[src/rtl/lzc_pkg.sv]
package lzc_pkg;
  localparam int LZC_DATA_W  = 64;
  localparam int LZC_GROUP_W = 4;
  localparam int LZC_CNT_W   = $clog2(LZC_DATA_W) + 1;

  localparam logic [5:0] PRIMARY_OP = 6'd31;
  localparam logic [9:0] EXTEND_OP  = 10'd58;

  typedef struct packed {
    logic load;    // decoded hit: capture count
    logic record;  // record form: build condition field
  } lzcStrobes_t;
endpackage

[src/rtl/lzc_tree.sv]
module lzc_tree #(
  parameter int DATA_W  = 64,   // must be GROUP_W times a power of two
  parameter int GROUP_W = 4,
  localparam int CNT_W  = $clog2(DATA_W) + 1
) (
  input  logic [DATA_W-1:0] dataIn,
  output logic [CNT_W-1:0]  count,
  output logic              allZero
);
  localparam int NUM_GROUPS = DATA_W / GROUP_W;
  localparam int LEVELS     = $clog2(NUM_GROUPS);

  for (genvar l = 0; l <= LEVELS; l++) begin : g_lvl
    localparam int NODES = NUM_GROUPS >> l;
    logic [CNT_W-1:0] cnt  [NODES];
    logic             zero [NODES];

    if (l == 0) begin : g_leaf
      for (genvar g = 0; g < NODES; g++) begin : g_grp
        logic [GROUP_W-1:0] bits;
        assign bits = dataIn[g*GROUP_W +: GROUP_W];
        always_comb begin
          cnt[g] = CNT_W'(GROUP_W);
          for (int i = 0; i < GROUP_W; i++) begin
            if (bits[i]) cnt[g] = CNT_W'(GROUP_W - 1 - i);
          end
          zero[g] = ~|bits;
        end
      end
    end else begin : g_node
      for (genvar n = 0; n < NODES; n++) begin : g_pair
        localparam logic [CNT_W-1:0] HALF = CNT_W'(GROUP_W << (l - 1));
        assign zero[n] = g_lvl[l-1].zero[2*n+1] & g_lvl[l-1].zero[2*n];
        assign cnt[n]  = g_lvl[l-1].zero[2*n+1]
                         ? HALF + g_lvl[l-1].cnt[2*n]
                         : g_lvl[l-1].cnt[2*n+1];
      end
    end
  end

  assign count   = g_lvl[LEVELS].cnt[0];
  assign allZero = g_lvl[LEVELS].zero[0];
endmodule

[src/rtl/lzc_ctrl.sv]
module lzc_ctrl
  import lzc_pkg::*;
(
  input  logic        clk,
  input  logic        rstN,
  input  logic        inValid,
  input  logic [31:0] instrWord,
  output lzcStrobes_t strobes,
  output logic        outValid,
  output logic        decodeMiss,
  output logic        rdWriteEn,
  output logic        crWriteEn,
  output logic [4:0]  srcIndex,
  output logic [4:0]  dstIndex
);
  logic opHit;
  logic unusedSlot;

  // big-endian bit k of the word is instrWord[31-k]
  assign opHit      = (instrWord[31:26] == PRIMARY_OP) && (instrWord[10:1] == EXTEND_OP);
  assign unusedSlot = ^instrWord[15:11];

  assign strobes.load   = inValid & opHit;
  assign strobes.record = inValid & opHit & instrWord[0];

  always_ff @(posedge clk) begin
    if (!rstN) begin
      outValid   <= 1'b0;
      decodeMiss <= 1'b0;
      rdWriteEn  <= 1'b0;
      crWriteEn  <= 1'b0;
      srcIndex   <= '0;
      dstIndex   <= '0;
    end else begin
      outValid   <= inValid;
      decodeMiss <= inValid & ~opHit;
      rdWriteEn  <= strobes.load;
      crWriteEn  <= strobes.record;
      if (inValid) begin
        srcIndex <= instrWord[25:21];
        dstIndex <= instrWord[20:16];
      end
    end
  end

  // one-cycle latency of the valid flag
  p_latency_r5: assert property (@(posedge clk) disable iff (!rstN)
    inValid |=> outValid);
  p_idle_r5: assert property (@(posedge clk) disable iff (!rstN)
    !inValid |=> !outValid);
  // a miss never enables a write
  p_miss_no_we_r9: assert property (@(posedge clk) disable iff (!rstN)
    decodeMiss |-> (!rdWriteEn && !crWriteEn));
  // a condition write always comes with a register write
  p_cr_with_rd_r8: assert property (@(posedge clk) disable iff (!rstN)
    crWriteEn |-> rdWriteEn);
endmodule

[src/rtl/lzc_datapath.sv]
module lzc_datapath
  import lzc_pkg::*;
#(
  parameter int DATA_W  = LZC_DATA_W,
  parameter int GROUP_W = LZC_GROUP_W,
  localparam int CNT_W  = $clog2(DATA_W) + 1
) (
  input  logic              clk,
  input  logic              rstN,
  input  lzcStrobes_t       strobes,
  input  logic [DATA_W-1:0] srcValue,
  input  logic              soIn,
  output logic [DATA_W-1:0] resultValue,
  output logic [3:0]        crField
);
  logic [CNT_W-1:0] countComb;
  logic             srcZero;
  logic             countIsZero;

  lzc_tree #(.DATA_W(DATA_W), .GROUP_W(GROUP_W)) i_lzc_tree (
    .dataIn (srcValue),
    .count  (countComb),
    .allZero(srcZero)
  );

  assign countIsZero = (countComb == '0);

  always_ff @(posedge clk) begin
    if (!rstN) begin
      resultValue <= '0;
      crField     <= '0;
    end else begin
      resultValue <= strobes.load ? {{(DATA_W-CNT_W){1'b0}}, countComb} : '0;
      crField     <= strobes.record ? {1'b0, ~countIsZero, countIsZero, soIn} : 4'b0000;
    end
  end

  // the zero detector and the count tree agree on an empty source
  p_zero_is_full_r2: assert property (@(posedge clk) disable iff (!rstN)
    srcZero |-> (countComb == CNT_W'(DATA_W)));
  // the result never exceeds the count width
  p_upper_zero_r1: assert property (@(posedge clk) disable iff (!rstN)
    resultValue[DATA_W-1:CNT_W] == '0);
  // LT is never raised
  p_no_lt_r6: assert property (@(posedge clk) disable iff (!rstN)
    !crField[3]);
  // EQ and GT follow the registered count
  p_eq_gt_r7: assert property (@(posedge clk) disable iff (!rstN)
    strobes.record |=> (crField[1] == (resultValue == '0)) && (crField[2] == (resultValue != '0)));
  // SO copies the sampled flag
  p_so_copy_r7: assert property (@(posedge clk) disable iff (!rstN)
    strobes.record |=> crField[0] == $past(soIn));
endmodule

[src/rtl/lzc_exec_unit.sv]
module lzc_exec_unit
  import lzc_pkg::*;
(
  input  logic        clk,
  input  logic        rstN,
  input  logic        inValid,
  input  logic [31:0] instrWord,
  input  logic [63:0] srcValue,
  input  logic        soIn,
  output logic        outValid,
  output logic        decodeMiss,
  output logic        rdWriteEn,
  output logic [4:0]  srcIndex,
  output logic [4:0]  dstIndex,
  output logic [63:0] resultValue,
  output logic        crWriteEn,
  output logic [3:0]  crField
);
  lzcStrobes_t strobes;

  lzc_ctrl i_lzc_ctrl (
    .clk       (clk),
    .rstN      (rstN),
    .inValid   (inValid),
    .instrWord (instrWord),
    .strobes   (strobes),
    .outValid  (outValid),
    .decodeMiss(decodeMiss),
    .rdWriteEn (rdWriteEn),
    .crWriteEn (crWriteEn),
    .srcIndex  (srcIndex),
    .dstIndex  (dstIndex)
  );

  lzc_datapath #(.DATA_W(LZC_DATA_W), .GROUP_W(LZC_GROUP_W)) i_lzc_datapath (
    .clk        (clk),
    .rstN       (rstN),
    .strobes    (strobes),
    .srcValue   (srcValue),
    .soIn       (soIn),
    .resultValue(resultValue),
    .crField    (crField)
  );
endmodule

[config.mk]
export PLATFORM = sky130hd
export DESIGN_NAME = lzc_exec_unit
export DESIGN_NICKNAME = d
export VERILOG_FILES = /design/src/rtl/lzc_pkg.sv /design/src/rtl/lzc_tree.sv /design/src/rtl/lzc_ctrl.sv /design/src/rtl/lzc_datapath.sv /design/src/rtl/lzc_exec_unit.sv
export SDC_FILE = /design/constraint.sdc
export NUM_CORES = 1
export LEC_CHECK = 0
export ABC_AREA = 0
export BUFFER_PORTS_ARGS = -buffer_cell sky130_fd_sc_hd__buf_2
export CAP_MARGIN = 10
export CORE_ASPECT_RATIO = 1.4
export CORE_MARGIN = 2
export CORE_UTILIZATION = 35
export DETAILED_ROUTE_END_ITERATION = 7
export PLACE_DENSITY = 0.79
export RECOVER_POWER = 25
export SLEW_MARGIN = 20
export SYNTH_ARGS = -nofsm -noshare
export SYNTH_HDL_FRONTEND = slang
export SYNTH_SLANG_ARGS = --single-unit
[constraint.sdc]
create_clock -name clk -period 1.6 [get_ports clk]
set_input_delay 0.08 -clock clk [delete_from_list [all_inputs] [get_ports clk]]
set_output_delay 0.08 -clock clk [all_outputs]
set_load 0.02 [all_outputs]
==> reports/qor_table.md <==
| Item | Value | Unit |
|:---|:---|:---|
| Run status | finished clean | - |
| Synthesis-to-finish area growth | 32.58 | % |
| Largest net degree at the start of global routing | 15 | - |
| Fin crit period | 1.332 | ns |
| Die Span X | 66.79 | um |
| Maximum clock insertion buffer count | 2 | - |
| Overall routing resource usage | 15.05 | % |
| Initial cell density of the core | 35.74 | % |
| Diode insertion count for antenna repair | 0 | - |
| Type of origin of the critical path | input pin | - |
| Async set-reset flop share out of synthesis | 0 | % |
| Number of core rows | 32 | - |
| Antenna violations before repair | 0 | - |
| First-pass iteration count of the detailed router | 4 | - |
| Area leader, netlist | dfxtp_1 | - |
| DP Cell Count | 451 | - |
| Top cell type's share of synthesized area | 24.87 | % |
| Die Span Y | 91.91 | um |
| TNS Setup | 0 | ns |
| Buffer cell driving the clock tree root | clkbuf_8 | - |
| Top cells by area, synth | dfxtp_1, buf_4, mux2i_1 | - |
| Critical path data required time | 1.80 | ns |
| Hold_buf cts | 0 | - |
| WP data arrival | 1.53 | ns |
| Yosys warns | 0 | - |
| Peak supply drop | 0.4051 | mV |
| Total I/O pin count | 182 | - |
| Worst R2R Setup Slack | 0.97 | ns |
| Number of buffers inserted during clock tree synthesis | 3 | - |
| Flip-flop and latch count after synthesis | 24 | - |
| Post-route setup slack | 0.2681 | ns |
| RSZ-0062 raised after global routing | false | - |
| CTS tree | built | - |
| Worst Path Max Fanout | 3 | - |
| Total power per unit cell area | 611.3 | nW/um2 |
| Portion of the clock cycle consumed by the worst path in the final layout | 83.25 | % |
| Buffers inserted during post-CTS setup optimization | 0 | - |
| Cells on worst reg2reg path | 2 | - |
| Share of cells above drive strength 1 | 36.95 | % |
| Critical Setup Path Class | in2reg | - |
| Worst slack at placement | -0.007155 | ns |
| Core Box Area | 5405 | um2 |
| Post-Syn Instances | 253 | - |
| Clock Skew | 0 | ns |
| Post-DRT Antenna Nets | 0 | - |
| Type of the worst min-delay path | in2reg | - |
| Count of cell types in the netlist | 41 | - |
| GPL Wtd Cong | 0.7752 | - |
| Prevailing post-synth register cell | dfxtp_1 | - |
| Nets@finish | 488 | - |
| Worst skew pair latency | 0.25 | ns |
| Leftover overflow at the end of global routing | 0 | - |
| Clock-pin slew on the worst setup and hold paths | 0.08 | ns |
| Resized Gates After CTS | 0 | - |
| Number of cells in the finished layout apart from fillers | 455 | - |
| Wire length of the first global-routing pass | 7452 | um |
| IO Port Bufs | 118 | - |
| Pins over their slew limit | 0 | - |
| Combined area of all synthesized cells | 1932 | um2 |
| Final setup vio count | 0 | - |
| Final hold violation count | 0 | - |
| Via count | 2088 | - |
| Mean cell area of the mapped netlist | 7.636 | um2 |
| Most common cell after layout, fill and taps aside | buf_2 | - |
| CTS H-tree lvls | 1 | - |
| Overall routed net length | 4793 | um |
| DRC violation count after routing | 0 | - |
| Kind of end point of the critical path | flip-flop | - |
| Max capacitance violation total | 0 | - |
| DIE AREA | 6138 | um2 |
| Routed length per placed instance | 10.53 | um |
| Sinks on the clock net | 24 | - |
| Vias per inst | 4.589 | - |
| Leakage power figure | 1.339 | nW |
| Hold Crit Depth | 2 | - |
| Share of the yosys chip area belonging to registers | 24.87 | % |
| Detailed Route Iter0 Violations | 43 | - |
| Via count of the first global-routing pass | 1897 | - |
| Number of enable flip-flop cells after synthesis | 0 | - |
| Fmax achieved | 750.8 | MHz |
| Placed wire-length estimate after detailed placement | 4370 | um |
| Commonest cells after routing, fill and taps aside | buf_2, conb_1, dfxtp_1 | - |
[stage by stage]
| step | util, % | power, mW | hold WS (ns) | area [um2] |
|---|---|---|---|---|
| 3_3_place_gp | 46.09 | 1.063 | 0.2829 | 2491 |
| 6_report | 47.38 | 1.566 | 0.01592 | 2561 |
| 2_1_floorplan | - | 0.9846 | 0.1516 | 2146 |
| 4_1_cts | 47.41 | 1.583 | 0.01018 | 2562 |
| 5_1_grt | 47.38 | 1.659 | 0.01091 | 2561 |
| 3_5_place_dp | 46.09 | 1.074 | 0.2825 | 2491 |
[path summary, 6_finish.rpt]
path	startpoint	end
max	srcValue[9]	i_lzc_datapath.resultValue[1]$_SDFF_PN0_
max reg2reg	i_lzc_ctrl.srcIndex[2]$_SDFFE_PN0P_	i_lzc_ctrl.srcIndex[2]$_SDFFE_PN0P_
min	soIn	i_lzc_datapath.crField[0]$_SDFF_PN0_
min reg2reg	i_lzc_ctrl.dstIndex[1]$_SDFFE_PN0P_	i_lzc_ctrl.dstIndex[1]$_SDFFE_PN0P_
[registers in the layout (all words and copies together) (netlist names)]
register / flops
i_lzc_ctrl.rdWriteEn: 1
i_lzc_ctrl.srcIndex: 5
i_lzc_datapath.resultValue: 7
i_lzc_ctrl.decodeMiss: 1
i_lzc_ctrl.dstIndex: 5
i_lzc_ctrl.outValid: 1
i_lzc_datapath.crField: 3
i_lzc_ctrl.crWriteEn: 1
[area by class of cell]
type | instances | area, um2
flip-flops and latches | 24 | 480.5
inverters | 13 | 48.80
multi-input cells | 213 | 1174
clock inverters | 1 | 30.03
repair buffers | 133 | 701.9
clock buffers | 3 | 41.29
fillers | 547 | 2844
well taps | 68 | 85.08
[metal layers]
metal,GRT usage [%],share of wire (%),vias to the layer above
li1,-,-,1044
met1,14.19,33,913
met2,30.83,54,125
met3,2.454,12,6
met4,4.932,1.6,0
met5,0,0,-
[worst max-delay path, cell delays in order]
cell     delay (ns)
buf_2          0.11
nor4_1         0.35
and2_1         0.24
o31ai_1        0.09
o31ai_1        0.28
buf_4          0.17
a31oi_1        0.08
a21oi_1        0.14
[logic make-up (layout without fill, tap and decap cells)]
kind of cell / Yosys count / in the layout / synth area share [%]
AOI/OAI and AO/OA: 48 / 48 / 15.93
muxes: 10 / 10 / 5.182
DFF: 24 / 24 / 24.87
other: 1 / 58 / 0.1941
and+or+nand+nor: 97 / 97 / 28.37
buffers and inverters: 73 / 150 / 25.45
[power breakdown]
part	switching, mW	total (mW)	internal (mW)
sequential	0.00678	0.621	0.614
combinational	0.279	0.441	0.162
clock	0.170	0.504	0.334
total	0.456	1.57	1.11
[cells in the mapped netlist (all sizes together) (2+ instances only)]
cell type / n
buf: 58
dfxtp: 24
nor2: 24
a21oi: 18
nor2b: 15
inv: 13
nor3: 13
nor4: 13
mux2i: 10
nand2: 9
o21ai: 7
o31ai: 6
and2: 5
o21bai: 5
nand4: 4
or4: 4
nand3: 3
clkbuf: 2
o211ai: 2
o41ai: 2
Note: power is estimated with default switching activity, not from simulation.
